`src/rtl/phy_mgmt_pkg.sv`:
```
package phy_mgmt_pkg;

    localparam int A_CTL  = 'h00;
    localparam int A_STAT = 'h01;
    localparam int A_ID   = 'h02;
    localparam int A_SCR  = 'h10;
    localparam int A_VEVT = 'h11;

    localparam int B_SRST  = 15;
    localparam int B_LOOP  = 14;
    localparam int B_SPEED = 13;
    localparam int B_ANEG  = 12;
    localparam int B_PDN   = 11;
    localparam int B_ISO   = 10;
    localparam int B_DUP   = 8;

    localparam logic [3:0] STAT_CAP = 4'b0111;

    typedef struct packed {
        logic loopback;
        logic speed100;
        logic aneg_en;
        logic pdown;
        logic isolate;
        logic duplex;
    } ctl_fields_t;

    typedef struct packed {
        logic aneg_done;
        logic rfault_lh;
        logic link_ll;
    } stat_fields_t;

    typedef enum logic [2:0] {
        SEL_NONE,
        SEL_CTL,
        SEL_STAT,
        SEL_ID,
        SEL_SCR,
        SEL_VEVT
    } rsel_e;

    function automatic ctl_fields_t ctl_from_word(input logic [15:0] w);
        ctl_fields_t f;
        f.loopback = w[B_LOOP];
        f.speed100 = w[B_SPEED];
        f.aneg_en  = w[B_ANEG];
        f.pdown    = w[B_PDN];
        f.isolate  = w[B_ISO];
        f.duplex   = w[B_DUP];
        return f;
    endfunction

    function automatic logic [15:0] ctl_to_word(input logic busy, input ctl_fields_t f);
        logic [15:0] w;
        w          = '0;
        w[B_SRST]  = busy;
        w[B_LOOP]  = f.loopback;
        w[B_SPEED] = f.speed100;
        w[B_ANEG]  = f.aneg_en;
        w[B_PDN]   = f.pdown;
        w[B_ISO]   = f.isolate;
        w[B_DUP]   = f.duplex;
        return w;
    endfunction

    function automatic logic [15:0] stat_to_word(input stat_fields_t s);
        logic [15:0] w;
        w         = '0;
        w[15:12]  = STAT_CAP;
        w[5]      = s.aneg_done;
        w[4]      = s.rfault_lh;
        w[2]      = s.link_ll;
        w[0]      = 1'b1;
        return w;
    endfunction

    function automatic ctl_fields_t ctl_defaults(input logic spd, input logic an, input logic pd);
        ctl_fields_t f;
        f          = '0;
        f.speed100 = spd;
        f.aneg_en  = an;
        f.pdown    = pd;
        return f;
    endfunction

endpackage

```
`src/rtl/phy_ctl_reg.sv`:
```
module phy_ctl_reg
    import phy_mgmt_pkg::*;
#(
    parameter int RST_CYCLES = 16
) (
    input  logic        clk,
    input  logic        rst,
    input  logic        wr_hit,
    input  logic        wr_srst,
    input  ctl_fields_t wr_fields,
    input  logic        strap_speed,
    input  logic        strap_aneg,
    input  logic        pin_pd,
    output ctl_fields_t fields,
    output logic        busy
);
    localparam int CW = $clog2(RST_CYCLES + 1);

    logic [CW-1:0] cnt_q;
    logic          strap_spd_q;
    logic          strap_an_q;

    assign busy = (cnt_q != '0);

    always_ff @(posedge clk) begin
        if (rst) begin
            strap_spd_q <= strap_speed;
            strap_an_q  <= strap_aneg;
            cnt_q       <= '0;
            fields      <= ctl_defaults(strap_speed, strap_aneg, pin_pd);
        end else if (busy) begin
            cnt_q  <= cnt_q - 1'b1;
            fields <= ctl_defaults(strap_spd_q, strap_an_q, pin_pd);
        end else if (wr_hit) begin
            if (wr_srst) begin
                cnt_q  <= CW'(RST_CYCLES);
                fields <= ctl_defaults(strap_spd_q, strap_an_q, pin_pd);
            end else begin
                fields       <= wr_fields;
                fields.pdown <= wr_fields.pdown | pin_pd;
            end
        end else if (pin_pd) begin
            fields.pdown <= 1'b1;
        end
    end

    a_r4_sr_start: assert property (@(posedge clk) disable iff (rst)
        (wr_hit && wr_srst && !busy) |=> busy);

    a_r4_sr_defaults: assert property (@(posedge clk) disable iff (rst)
        busy |=> (!fields.loopback && !fields.isolate && !fields.duplex));

    a_r7_pin_sets_bit: assert property (@(posedge clk) disable iff (rst)
        pin_pd |=> fields.pdown);

endmodule

```
`src/rtl/phy_stat_reg.sv`:
```
module phy_stat_reg
    import phy_mgmt_pkg::*;
(
    input  logic        clk,
    input  logic        rst,
    input  logic        rd_hit,
    input  logic        link_up,
    input  logic        remote_fault,
    input  logic        aneg_done,
    output logic [15:0] word
);
    logic ll_q;
    logic lh_q;
    stat_fields_t s;

    always_ff @(posedge clk) begin
        if (rst) begin
            ll_q <= 1'b0;
            lh_q <= 1'b0;
        end else if (rd_hit) begin
            ll_q <= link_up;
            lh_q <= remote_fault;
        end else begin
            ll_q <= ll_q & link_up;
            lh_q <= lh_q | remote_fault;
        end
    end

    always_comb begin
        s.aneg_done = aneg_done;
        s.rfault_lh = lh_q;
        s.link_ll   = ll_q;
        word        = stat_to_word(s);
    end

    a_r9_lh_hold: assert property (@(posedge clk) disable iff (rst)
        (lh_q && !rd_hit) |=> lh_q);

    a_r9_ll_hold: assert property (@(posedge clk) disable iff (rst)
        (!ll_q && !rd_hit) |=> !ll_q);

endmodule

```
`src/rtl/phy_vend_reg.sv`:
```
module phy_vend_reg #(
    parameter int VEVT_W = 4
) (
    input  logic              clk,
    input  logic              rst,
    input  logic              wr_scr,
    input  logic              rd_evt,
    input  logic [15:0]       wr_data,
    input  logic [VEVT_W-1:0] evt_in,
    output logic [15:0]       scratch,
    output logic [15:0]       evt_word
);
    logic [VEVT_W-1:0] evt_q;

    always_ff @(posedge clk) begin
        if (rst)         scratch <= '0;
        else if (wr_scr) scratch <= wr_data;
    end

    for (genvar i = 0; i < VEVT_W; i++) begin : g_cor
        always_ff @(posedge clk) begin
            if (rst)         evt_q[i] <= 1'b0;
            else if (rd_evt) evt_q[i] <= evt_in[i];
            else             evt_q[i] <= evt_q[i] | evt_in[i];
        end
    end

    assign evt_word = 16'(evt_q);

    a_r5_scratch_hold: assert property (@(posedge clk) disable iff (rst)
        !wr_scr |=> $stable(scratch));

    a_r10_cor_clear: assert property (@(posedge clk) disable iff (rst)
        (rd_evt && evt_in == '0) |=> (evt_q == '0));

    a_r10_cor_hold: assert property (@(posedge clk) disable iff (rst)
        (!rd_evt) |=> ((evt_q & $past(evt_q)) == $past(evt_q)));

endmodule

```
`src/rtl/phy_mgmt_regs.sv`:
```
module phy_mgmt_regs
    import phy_mgmt_pkg::*;
#(
    parameter int          ADDR_W     = 5,
    parameter int          RST_CYCLES = 16,
    parameter int          VEVT_W     = 4,
    parameter logic [15:0] ID_WORD    = 16'h5A31
) (
    input  logic              clk,
    input  logic              rst,
    input  logic [ADDR_W-1:0] addr,
    input  logic              wr_en,
    input  logic [15:0]       wr_data,
    input  logic              rd_en,
    output logic [15:0]       rd_data,
    input  logic              strap_speed,
    input  logic              strap_aneg,
    input  logic              pwdn_pin_n,
    input  logic              link_up,
    input  logic              remote_fault,
    input  logic              aneg_done,
    input  logic [VEVT_W-1:0] vend_evt,
    output logic              ctl_soft_reset,
    output logic              ctl_loopback,
    output logic              ctl_isolate,
    output logic              ctl_power_down,
    output logic              ctl_aneg_en,
    output logic              ctl_speed100,
    output logic              ctl_full_duplex
);
    rsel_e       sel;
    ctl_fields_t cf;
    logic        busy;
    logic        pin_pd;
    logic [15:0] stat_word;
    logic [15:0] scr_word;
    logic [15:0] vevt_word;
    logic [15:0] rd_mux;

    always_comb begin
        if      (addr == ADDR_W'(A_CTL))  sel = SEL_CTL;
        else if (addr == ADDR_W'(A_STAT)) sel = SEL_STAT;
        else if (addr == ADDR_W'(A_ID))   sel = SEL_ID;
        else if (addr == ADDR_W'(A_SCR))  sel = SEL_SCR;
        else if (addr == ADDR_W'(A_VEVT)) sel = SEL_VEVT;
        else                              sel = SEL_NONE;
    end

    assign pin_pd = ~pwdn_pin_n;

    phy_ctl_reg #(.RST_CYCLES(RST_CYCLES)) u_ctl (
        .clk         (clk),
        .rst         (rst),
        .wr_hit      (wr_en && sel == SEL_CTL),
        .wr_srst     (wr_data[B_SRST]),
        .wr_fields   (ctl_from_word(wr_data)),
        .strap_speed (strap_speed),
        .strap_aneg  (strap_aneg),
        .pin_pd      (pin_pd),
        .fields      (cf),
        .busy        (busy)
    );

    phy_stat_reg u_stat (
        .clk          (clk),
        .rst          (rst),
        .rd_hit       (rd_en && sel == SEL_STAT),
        .link_up      (link_up),
        .remote_fault (remote_fault),
        .aneg_done    (aneg_done),
        .word         (stat_word)
    );

    phy_vend_reg #(.VEVT_W(VEVT_W)) u_vend (
        .clk      (clk),
        .rst      (rst),
        .wr_scr   (wr_en && sel == SEL_SCR),
        .rd_evt   (rd_en && sel == SEL_VEVT),
        .wr_data  (wr_data),
        .evt_in   (vend_evt),
        .scratch  (scr_word),
        .evt_word (vevt_word)
    );

    always_comb begin
        unique case (sel)
            SEL_CTL:  rd_mux = ctl_to_word(busy, cf);
            SEL_STAT: rd_mux = stat_word;
            SEL_ID:   rd_mux = ID_WORD;
            SEL_SCR:  rd_mux = scr_word;
            SEL_VEVT: rd_mux = vevt_word;
            default:  rd_mux = '0;
        endcase
    end

    always_ff @(posedge clk) begin
        if (rst)        rd_data <= '0;
        else if (rd_en) rd_data <= rd_mux;
    end

    assign ctl_soft_reset  = busy;
    assign ctl_loopback    = cf.loopback;
    assign ctl_isolate     = cf.isolate;
    assign ctl_aneg_en     = cf.aneg_en;
    assign ctl_power_down  = cf.pdown | pin_pd;
    assign ctl_speed100    = ~cf.aneg_en & cf.speed100;
    assign ctl_full_duplex = ~cf.aneg_en & cf.duplex;

    a_r12_unmapped_zero: assert property (@(posedge clk) disable iff (rst)
        (rd_en && sel == SEL_NONE) |=> (rd_data == 16'h0000));

    a_r13_rd_hold: assert property (@(posedge clk) disable iff (rst)
        !rd_en |=> $stable(rd_data));

    a_r6_forced_gate: assert property (@(posedge clk) disable iff (rst)
        ctl_aneg_en |-> (!ctl_speed100 && !ctl_full_duplex));

endmodule

```
`config.mk`:
```
export PLATFORM = sky130hd
export DESIGN_NAME = phy_mgmt_regs
export DESIGN_NICKNAME = d
export VERILOG_FILES = /design/src/rtl/phy_mgmt_pkg.sv /design/src/rtl/phy_ctl_reg.sv /design/src/rtl/phy_stat_reg.sv /design/src/rtl/phy_vend_reg.sv /design/src/rtl/phy_mgmt_regs.sv
export SDC_FILE = /design/constraint.sdc
export NUM_CORES = 1
export LEC_CHECK = 0
export ABC_AREA = 0
export BUFFER_PORTS_ARGS = -buffer_cell sky130_fd_sc_hd__clkbuf_2
export CAP_MARGIN = 20
export CORE_ASPECT_RATIO = 1.75
export CORE_UTILIZATION = 51
export DETAILED_ROUTE_END_ITERATION = 10
export PLACE_DENSITY = 0.78
export SETUP_SLACK_MARGIN = 0.02
export SLEW_MARGIN = 20
export SYNTH_ARGS = -nofsm -noshare
export SYNTH_HDL_FRONTEND = slang
export SYNTH_SLANG_ARGS = --single-unit
```
`constraint.sdc`:
```
create_clock -name clk -period 2.16 [get_ports clk]
set_clock_uncertainty 0.05 [all_clocks]
set_input_delay 0.432 -clock clk [delete_from_list [all_inputs] [get_ports clk]]
set_output_delay 0.432 -clock clk [all_outputs]
set_load 0.02 [all_outputs]
```
==> flow_summary.ini <==
[critical_path]
reg2reg_depth = 7
critical_path_class = flip-flop to output port
end_kind = output port
r2r_start = u_ctl.cnt_q[1]
cp_max_fo = 8
crit_arrival_ps = 1600
startpoint_type = flip-flop
cp_data_required_time_ps = 1680
rr_endpoint = u_ctl.cnt_q[0]
rrSetupSlack_ps = 330

[pwr]
p_per_area_nw_per_um2 = 847
switching_power_uw = 636
leakage_nw = 1.04
swShare = 0.291
power.share.sequential = 0.491
vdd_drop_max_uv = 714
p_comb_frac = 0.234
intPower_mw = 1.55
clkPwrFrac = 0.275

[floorplanning]
initial_utilization = 0.537
ios = 58
die_h_um = 87.2
core_area_um2 = 3940
die_w_um = 50.7
rows = 30
die_area_um2 = 4420

[logic_synthesis]
ys_seq_area_frac = 0.506
yosysUniqueCellTypes = 42
synth_cells = 239
synth-async-reset-ratio = 0
synth_ff_type = dfxtp_1
yosys_warnings = 0
syn_nets = 275
netlist_area_um2 = 2120
synth-edff-count = 5
synth.area.top_cells = dfxtp_1 (43%), nand2_1 (8.7%), a21oi_1 (8.0%), edfxtp_1 (7.1%), nor2_1 (3.0%)
synth_top_cell_by_area = dfxtp_1
ys_ff_latch = 51
yosysTopAreaCellShare = 0.435
syn_area_per_cell_um2 = 8.86

[global_routing]
grt_pass1_wl_um = 8070
overflow = 0
grt_max_degree = 43
first_global_vias = 1867
grt_usage = 0.243
antenna_found_initial = 0

[cts]
cts_tree = built
clock_latency_ps = 300
path_clk_slew_ps = 80
clock_path_buffers = 2
postCtsHoldBufs = 0
cts-buffers-inserted = 5
cts_sinks = 51
cts_htree_levels = 2
cts_root_buffer = clkbuf_8

[sta]
fmax_ghz = 0.481
setup_violations = 0
hold_violations = 0
tns_ps = 0
tightest_slew_ps = 574
post-route-period-util = 0.963
setup_ws_ps = 79.2
drv_slew = 0
slew_headroom = 0.616
rsz0062_at_grt = false
fin_crit_ps = 2080

[min_path]
worstHoldEndpoint = u_ctl.strap_spd_q
hold-path-cell-count = 1
hold_path.class = input pin to flip-flop
min-delay-start = strap_speed

[drt]
wl_um = 4840
firstDrtPassIters = 4
vias = 1904
remaining_drc_errors = 0
post_drt_wl_per_cell_um = 13.9
vias_per_cell = 5.47
drt_iter0_markers = 55
ant_nets = 0

[cells_and_area]
num-fill-cells = 363
drive_above_1_share = 0.280
layout_common_cells = clkbuf_2 (56), nand2_1 (49), dfxtp_1 (45)
seq_area_um2 = 1070
final_common_cell = clkbuf_2
diodes = 0
nets = 335
post-route-util = 0.653
multi_input_area_um2 = 967
area_growth_pct = 21.6

[placement]
place.gp.congestion = 0.829
post-place-ws_ps = 270
io_buffers = 57
dp_hpwl_um = 3550

[status]
run_status = complete, no violations

[flow_run]
drv_cap = 0
==> per-layer routing <==
layer / vias to the layer above / part of all wire / routed length (µm) / GRT usage
met1: 883 / 0.43 / 2070 / 0.278
met5: - / 0 / 0 / 0
met2: 48 / 0.52 / 2500 / 0.433
li1: 967 / - / - / -
met3: 6 / 0.041 / 200 / 0.0524
met4: 0 / 0.014 / 68 / 0.0884
==> stage by stage <==
stage          std cells  hold slack, ps  power (mW)  instance area, µm²
6_report             348             269        2.18                2570
5_1_grt              348             254        2.28                2570
4_1_cts              347             265        2.17                2570
3_5_place_dp         338             393        1.54                2450
3_3_place_gp         338             388        1.53                2450
2_1_floorplan        239             382        1.40                2120
==> worst max-delay path, stage by stage, from the launching register on <==
cell and delay (ps):
dfxtp_1 320, inv_1 70, ha_2 180, or3b_4 420, nor2_8 110, inv_4 60
clkbuf_8 150
==> cells in the mapped netlist, types with 3 or more instances <==
library cell	count
a22oi_1	6
o21ai_0	6
inv_1	5
nor2_1	17
a21oi_1	34
nor2b_1	5
nor3_1	4
o31ai_1	3
a32oi_1	4
nand2_1	49
dfxtp_1	46
clkbuf_1	6
edfxtp_1	5
and3_1	4
nand3b_1	4
nand3_1	6
o311ai_0	3
==> worst max path at each step <==
stage | slack [ps] | end | startpoint
after floorplan | 360 | u_ctl.cnt_q[0] | u_ctl.cnt_q[0]
after global placement | 330 | u_ctl.cnt_q[0] | u_ctl.cnt_q[0]
after detailed placement | 270 | u_ctl.cnt_q[0] | u_ctl.cnt_q[0]
after CTS | 20 | ctl_soft_reset | u_ctl.cnt_q[0]
after global routing | 20 | ctl_soft_reset | u_ctl.cnt_q[1]
final | 80 | ctl_soft_reset | u_ctl.cnt_q[1]
==> final cells by class <==
cell class	instances	area share
inverter	7	0.0112
sequential	51	0.416
tap	48	0.0233
multi-input combinational	170	0.376
clock buffer	8	0.0389
timing repair buffer	64	0.135
==> power groups by stage <==
stage	registers [mW]	logic [mW]	clock network, mW
2_1_floorplan	1.09	0.309	0
6_report	1.07	0.510	0.599
5_1_grt	1.08	0.562	0.642
4_1_cts	1.07	0.503	0.601
3_5_place_dp	1.09	0.447	0
3_3_place_gp	1.09	0.441	0
==> flip-flops by register name, summed over array words and instances, names as in the netlist <==
signal and flops:
u_stat.lh_q 1, rd_data 16, u_ctl.strap_an_q 1, u_vend.scratch 16, u_vend.evt_word 4, u_ctl.cnt_q 5, u_stat.ll_q 1, u_ctl.fields 6
u_ctl.strap_spd_q 1
==> cell families (layout without fill, tap and decap cells) <==
family,Yosys count,count (layout),synth area share
AOI/OAI and AO/OA,63,63,0.186
buffers and inverters,18,79,0.0384
muxes,1,1,0.00532
DFF,51,51,0.506
xor gates and xnor gates,2,2,0.00828
adders and majority gates,1,1,0.00591
and+or+nand+nor,103,103,0.250
==> what timing repair did <==
action,4_1_cts,5_1_grt
setup buffers,1,1
endpoints found under the hold margin,0,0
resized for setup,3,1
setup endpoints to repair,1,1
pin swaps,2,2
(Power assumes the default switching activity.)
